`src/rtl/mac_mul_pkg.sv`:
```
package mac_mul_pkg;

    localparam int MM_OP_W     = 32;
    localparam int MM_ACC_W    = 40;
    localparam int MM_FRAC_SH  = 24;
    localparam int MM_SENT_POS = 50;

    typedef enum logic [1:0] {
        MM_SINT     = 2'd0,
        MM_UINT     = 2'd1,
        MM_FRAC     = 2'd2,
        MM_FRAC_ALT = 2'd3
    } mm_mode_e;

    typedef struct packed {
        logic     valid;
        mm_mode_e mode;
        logic     sat;
        logic     rnd;
    } mm_ctrl_t;

    function automatic logic mm_is_frac(mm_mode_e m);
        return m[1];
    endfunction

    function automatic logic mm_is_signed_mul(mm_mode_e m);
        return m != MM_UINT;
    endfunction

endpackage

```
`src/rtl/mac_mul_product.sv`:
```
module mac_mul_product
    import mac_mul_pkg::*;
#(
    parameter int OP_W = MM_OP_W
) (
    input  logic                  clk,
    input  logic                  rst,
    input  mm_ctrl_t              in_ctrl,
    input  logic [OP_W-1:0]       op_a,
    input  logic [OP_W-1:0]       op_b,
    output mm_ctrl_t              out_ctrl,
    output logic [2*OP_W-1:0]     prod
);
    localparam int PW = 2 * OP_W;

    logic          sgn;
    logic [PW-1:0] ext_a;
    logic [PW-1:0] ext_b;
    logic [PW-1:0] mul_res;

    assign sgn     = mm_is_signed_mul(in_ctrl.mode);
    assign ext_a   = {{OP_W{sgn & op_a[OP_W-1]}}, op_a};
    assign ext_b   = {{OP_W{sgn & op_b[OP_W-1]}}, op_b};
    assign mul_res = ext_a * ext_b;

    always_ff @(posedge clk) begin
        if (rst) begin
            out_ctrl <= '0;
            prod     <= '0;
        end else begin
            out_ctrl <= in_ctrl;
            if (in_ctrl.valid) begin
                prod <= mul_res;
            end
        end
    end


    stage_fill_chk: assert property (@(posedge clk) disable iff (rst)
        in_ctrl.valid |=> out_ctrl.valid);


    stage_drain_chk: assert property (@(posedge clk) disable iff (rst)
        !in_ctrl.valid |=> !out_ctrl.valid);

endmodule

```
`src/rtl/mac_mul_int_guard.sv`:
```
module mac_mul_int_guard
    import mac_mul_pkg::*;
#(
    parameter int PW       = 2 * MM_OP_W,
    parameter int ACC_W    = MM_ACC_W,
    parameter int SENT_POS = MM_SENT_POS
) (
    input  logic [PW-1:0] prod,
    input  logic          is_signed,
    input  logic          sat,
    output logic [PW-1:0] value,
    output logic          ovf
);
    localparam int HI_W = PW - ACC_W;
    localparam logic [PW-1:0] POS_SENT = {{(PW-1){1'b0}}, 1'b1} << SENT_POS;
    localparam logic [PW-1:0] NEG_SENT = ~POS_SENT;

    logic [PW-1:0] sext;
    logic [PW-1:0] zext;
    logic          s_ovf;
    logic          u_ovf;

    assign sext  = {{HI_W{prod[ACC_W-1]}}, prod[ACC_W-1:0]};
    assign zext  = {{HI_W{1'b0}}, prod[ACC_W-1:0]};
    assign s_ovf = (sext != prod);
    assign u_ovf = |prod[PW-1:ACC_W];

    always_comb begin
        if (is_signed) begin
            ovf = s_ovf;
            if (s_ovf && sat) begin
                value = prod[PW-1] ? NEG_SENT : POS_SENT;
            end else begin
                value = sext;
            end
        end else begin
            ovf = u_ovf;
            if (u_ovf && sat) begin
                value = POS_SENT;
            end else begin
                value = zext;
            end
        end
    end

endmodule

```
`src/rtl/mac_mul_frac_scale.sv`:
```
module mac_mul_frac_scale
    import mac_mul_pkg::*;
#(
    parameter int PW      = 2 * MM_OP_W,
    parameter int FRAC_SH = MM_FRAC_SH
) (
    input  logic [PW-1:0] prod,
    input  logic          rnd,
    output logic [PW-1:0] value
);
    localparam logic [FRAC_SH-1:0] HALF = {1'b1, {(FRAC_SH-1){1'b0}}};

    logic [PW-1:0]      shifted;
    logic [FRAC_SH-1:0] rem;
    logic               bump;

    assign shifted = $signed(prod) >>> FRAC_SH;
    assign rem     = prod[FRAC_SH-1:0];
    assign bump    = rnd && ((rem > HALF) || ((rem == HALF) && shifted[0]));
    assign value   = shifted + {{(PW-1){1'b0}}, bump};

endmodule

```
`src/rtl/mac_mul_stage.sv`:
```
module mac_mul_stage
    import mac_mul_pkg::*;
#(
    parameter int OP_W     = MM_OP_W,
    parameter int ACC_W    = MM_ACC_W,
    parameter int FRAC_SH  = MM_FRAC_SH,
    parameter int SENT_POS = MM_SENT_POS
) (
    input  logic                  clk,
    input  logic                  rst,
    input  logic                  in_valid,
    input  logic [OP_W-1:0]       op_a,
    input  logic [OP_W-1:0]       op_b,
    input  logic [1:0]            mode,
    input  logic                  sat_en,
    input  logic                  rnd_en,
    output logic                  out_valid,
    output logic [2*OP_W-1:0]     out_prod,
    output logic                  ovf_pulse
);
    localparam int PW = 2 * OP_W;
    localparam logic [PW-1:0] POS_SENT = {{(PW-1){1'b0}}, 1'b1} << SENT_POS;

    mm_ctrl_t      in_ctrl;
    mm_ctrl_t      s1_ctrl;
    logic [PW-1:0] s1_prod;
    logic [PW-1:0] int_val;
    logic          int_ovf;
    logic [PW-1:0] frac_val;
    logic          s1_frac;
    logic          s1_signed;

    assign in_ctrl.valid = in_valid;
    assign in_ctrl.mode  = mm_mode_e'(mode);
    assign in_ctrl.sat   = sat_en;
    assign in_ctrl.rnd   = rnd_en;

    mac_mul_product #(.OP_W(OP_W)) u_product (
        .clk      (clk),
        .rst      (rst),
        .in_ctrl  (in_ctrl),
        .op_a     (op_a),
        .op_b     (op_b),
        .out_ctrl (s1_ctrl),
        .prod     (s1_prod)
    );

    assign s1_frac   = mm_is_frac(s1_ctrl.mode);
    assign s1_signed = (s1_ctrl.mode == MM_SINT);

    mac_mul_int_guard #(.PW(PW), .ACC_W(ACC_W), .SENT_POS(SENT_POS)) u_guard (
        .prod      (s1_prod),
        .is_signed (s1_signed),
        .sat       (s1_ctrl.sat),
        .value     (int_val),
        .ovf       (int_ovf)
    );

    mac_mul_frac_scale #(.PW(PW), .FRAC_SH(FRAC_SH)) u_frac (
        .prod  (s1_prod),
        .rnd   (s1_ctrl.rnd),
        .value (frac_val)
    );

    always_ff @(posedge clk) begin
        if (rst) begin
            out_valid <= 1'b0;
            out_prod  <= '0;
            ovf_pulse <= 1'b0;
        end else begin
            out_valid <= s1_ctrl.valid;
            ovf_pulse <= s1_ctrl.valid && !s1_frac && int_ovf;
            if (s1_ctrl.valid) begin
                out_prod <= s1_frac ? frac_val : int_val;
            end
        end
    end


    result_latency_chk: assert property (@(posedge clk) disable iff (rst)
        in_valid |-> ##2 out_valid);


    ovf_only_valid_chk: assert property (@(posedge clk) disable iff (rst)
        ovf_pulse |-> out_valid);


    frac_no_ovf_chk: assert property (@(posedge clk) disable iff (rst)
        (s1_ctrl.valid && s1_frac) |=> !ovf_pulse);


    sint_pos_sent_chk: assert property (@(posedge clk) disable iff (rst)
        (s1_ctrl.valid && s1_signed && s1_ctrl.sat && int_ovf && !s1_prod[PW-1])
        |=> (ovf_pulse && out_prod == POS_SENT));


    sint_neg_sent_chk: assert property (@(posedge clk) disable iff (rst)
        (s1_ctrl.valid && s1_signed && s1_ctrl.sat && int_ovf && s1_prod[PW-1])
        |=> (ovf_pulse && out_prod == ~POS_SENT));


    uint_sent_chk: assert property (@(posedge clk) disable iff (rst)
        (s1_ctrl.valid && s1_ctrl.mode == MM_UINT && s1_ctrl.sat && (|s1_prod[PW-1:ACC_W]))
        |=> (ovf_pulse && out_prod == POS_SENT));

endmodule

```
`config.mk`:
```
export PLATFORM = sky130hd
export DESIGN_NAME = mac_mul_stage
export DESIGN_NICKNAME = d
export VERILOG_FILES = /design/src/rtl/mac_mul_pkg.sv /design/src/rtl/mac_mul_product.sv /design/src/rtl/mac_mul_int_guard.sv /design/src/rtl/mac_mul_frac_scale.sv /design/src/rtl/mac_mul_stage.sv
export SDC_FILE = /design/constraint.sdc
export NUM_CORES = 2
export LEC_CHECK = 0
export ABC_CLOCK_PERIOD_IN_PS = 29000
export BUFFER_PORTS_ARGS = -buffer_cell sky130_fd_sc_hd__buf_2
export CAP_MARGIN = 30
export CORE_MARGIN = 5
export CORE_UTILIZATION = 30
export DETAILED_ROUTE_END_ITERATION = 16
export SYNTH_ARGS = -nofsm -noshare
export SYNTH_HDL_FRONTEND = slang
export SYNTH_HIERARCHICAL = 1
export SYNTH_SLANG_ARGS = --single-unit
```
`constraint.sdc`:
```
create_clock -name clk -period 29 [get_ports clk]
set_input_delay 8.7 -clock clk [delete_from_list [all_inputs] [get_ports clk]]
set_output_delay 8.7 -clock clk [all_outputs]
set_load 0.01 [all_outputs]
```
==> impl_metrics.toml <==
[drt]
via_per_inst = 4.82
drt-pass1-iter-count = 7
drtIter0Drc = 2105
drt_wl_total_mm = 130
wire_per_inst_um = 19.1
final_antenna_net_count = 0
drc = 0
via_count = 32796

[setup_path]
crit_start = "op_a[31]"
path_class = "in -> reg"
end_kind = "flip-flop"
required_ps = 29320
reg2reg_depth = 11
worstPathMaxFanout = 50
r2r_start = "u_product/prod[24]"
startpoint_type = "input pin"
cp.arrival_ps = 18100
path_common_cell = "fa_1"
cpPeakStageDelay_ps = 1130
r2r_setup_slack_ps = 25410
reg2reg_to = "out_prod[53]"
slowest_stage = "fa_1"
endpoint = "u_product/prod[60]"

[synthesis]
yosysTopAreaCell = "fa_1"
synth.net_count = 6375
ys.warnings.count = 6
synth.ff_latch_count = 135
synth_area_um2 = 44800
dominantRegCellSynth = "dfxtp_1"
synth_top_cell_area_share = 0.503
synth_cell_types = 79
synth_area_leaders = "fa_1 50%, inv_1 10%, nand2_1 7.0%, dfxtp_1 6.0%, ha_1 6.0%"
synth_cells = 4965
synth-edff-count = 0
ys_seq_area_frac = 0.0604
async_flop_share = 0
syn_avg_cell_area_um2 = 9.02

[run_status]
outcome = "finished clean"

[cts]
post_cts_resize_count = 0
cts_buffers = 17
cts_root_buf = "clkbuf_16"
cts_setup_buffers = 0
cts_hold_buf = 0
path_clk_slew_ps = 60
h-tree-depth = 4
clock_path_buffers = 2
clock-sinks = 135
cts_tree = "built"
worstSkewPairLatency_ps = 420

[global_route]
grt_usage = 0.169
grt.busiest_layer = "met2"
grt_use_met1 = 0.228
grt_overflow_total = 0
grt_use_met2 = 0.285
antenna_found_initial = 35
grt_max_degree = 77
globalRouteMet3Util = 0.0302
grt_pass1_vias = 36401
grt_pass1_wl_mm = 210

[finish]
syn_to_final_growth_pct = 6.02
layout.nets = 6265
final_area_um2 = 47500
layout_commonest_cell = "inv_1"
drive_gt1_frac = 0.0549
layout_common_cells = "1,193 x inv_1, 1,125 x fa_1, 830 x nand2_1"

[floorplanning]
chipWidth_um = 396
placementRows = 141
dieArea_um2 = 157000
start_util = 0.302
fp.coreArea_um2 = 148000
die_h_um = 396
io_pins = 137

[placement]
place_ws_ps = 10830
dpl-instance-area_um2 = 46800
dp_hpwl_mm = 100
portBuffers = 136
gp_congestion = 0.880

[timing]
fin_crit_sh = 0.613
fmaxAchievable_mhz = 56.2
drv_slew = 0
setup_viol = 0
rsz0062_at_grt = "no"
hold_viol_final = 0
tightestPinTransition_ps = 1050
layout_setup_ws_ps = 11220
slew_headroom = 0.300
finClkSkew_ps = 13.4
fin_tns_setup_ps = 0
fin_crit_ps = 17780

[run]
cap_violations = 0

[min_path]
hp-class = "reg -> reg"
-- layer usage --
layer	vias to the layer above	wire [um]
met5	-	85
met4	12	3060
met3	229	9630
met2	1173	61500
met1	17111	55900
li1	14271	-
-- layout make-up --
class,count,area [um^2]
inverter,1193,4480
timing repair buffer,190,1210
antenna,15,37.5
clock buffer,19,433
tap,1930,2410
fill,15369,101000
multi-input combinational,3318,36100
clock inverter,11,80.1
sequential,135,2710
-- worst min-delay path by stage --
stage                 startpoint           endpoint  slack, ps  cells after the start
2_1_floorplan  u_product/prod[0]  u_product/prod[0]        450                      2
3_3_place_gp        out_prod[41]       out_prod[41]        470                      2
3_5_place_dp        out_prod[38]       out_prod[38]        470                      2
4_1_cts             out_prod[56]       out_prod[56]        480                      2
5_1_grt             out_prod[56]       out_prod[56]        490                      2
6_report            out_prod[56]       out_prod[56]        480                      2
-- through the flow --
| step | utilization | instances | hold slack, ps |
|---|---|---|---|
| 6_report | 0.321 | 6811 | 482 |
| 5_1_grt | 0.321 | 6800 | 492 |
| 4_1_cts | 0.320 | 6791 | 482 |
| 3_5_place_dp | 0.316 | 6761 | 474 |
| 3_3_place_gp | 0.316 | 6757 | 474 |
| 2_1_floorplan | - | 4965 | 455 |
-- synth_stat cells (all sizes together), types with 8 or more instances --
library cell  count
clkbuf          245
buf              74
inv            1193
nor2b            10
a31oi            12
o211ai           10
o21ai            30
a211oi           73
ha              214
nand4            39
and3             31
and2            263
xnor2            90
nand3            30
mux2i            91
a21oi            65
xor2             25
fa             1125
nor3             16
a22o             25
nor2            176
a21o             72
nand2           830
or2               8
dfxtp           135
nor4             21
-- kinds of logic after synthesis --
kind of cell / synth area share
AOI/OAI and AO/OA: 0.0535
adders and majority gates: 0.563
buffers and inverters: 0.133
and+or+nand+nor: 0.147
xor gates and xnor gates: 0.0225
DFF: 0.0604
muxes: 0.0203
-- critical path: cells and delay by family --
kind,cells,cell delay (ps)
AOI/OAI and AO/OA,8,1530
xor gates and xnor gates,1,150
adders and majority gates,9,5140
and+or+nand+nor,3,1180
buffers and inverters,7,1360
-- registers in the layout, summed over array words and instances, names as in the netlist --
signal	cells
out_valid	1
out_prod	64
u_product/prod	64
u_product/out_ctrl	5
ovf_pulse	1
Power is left out: the tool's default activity adds up to more than one toggle a clock period on the data nets, which glitch-free logic cannot reach.
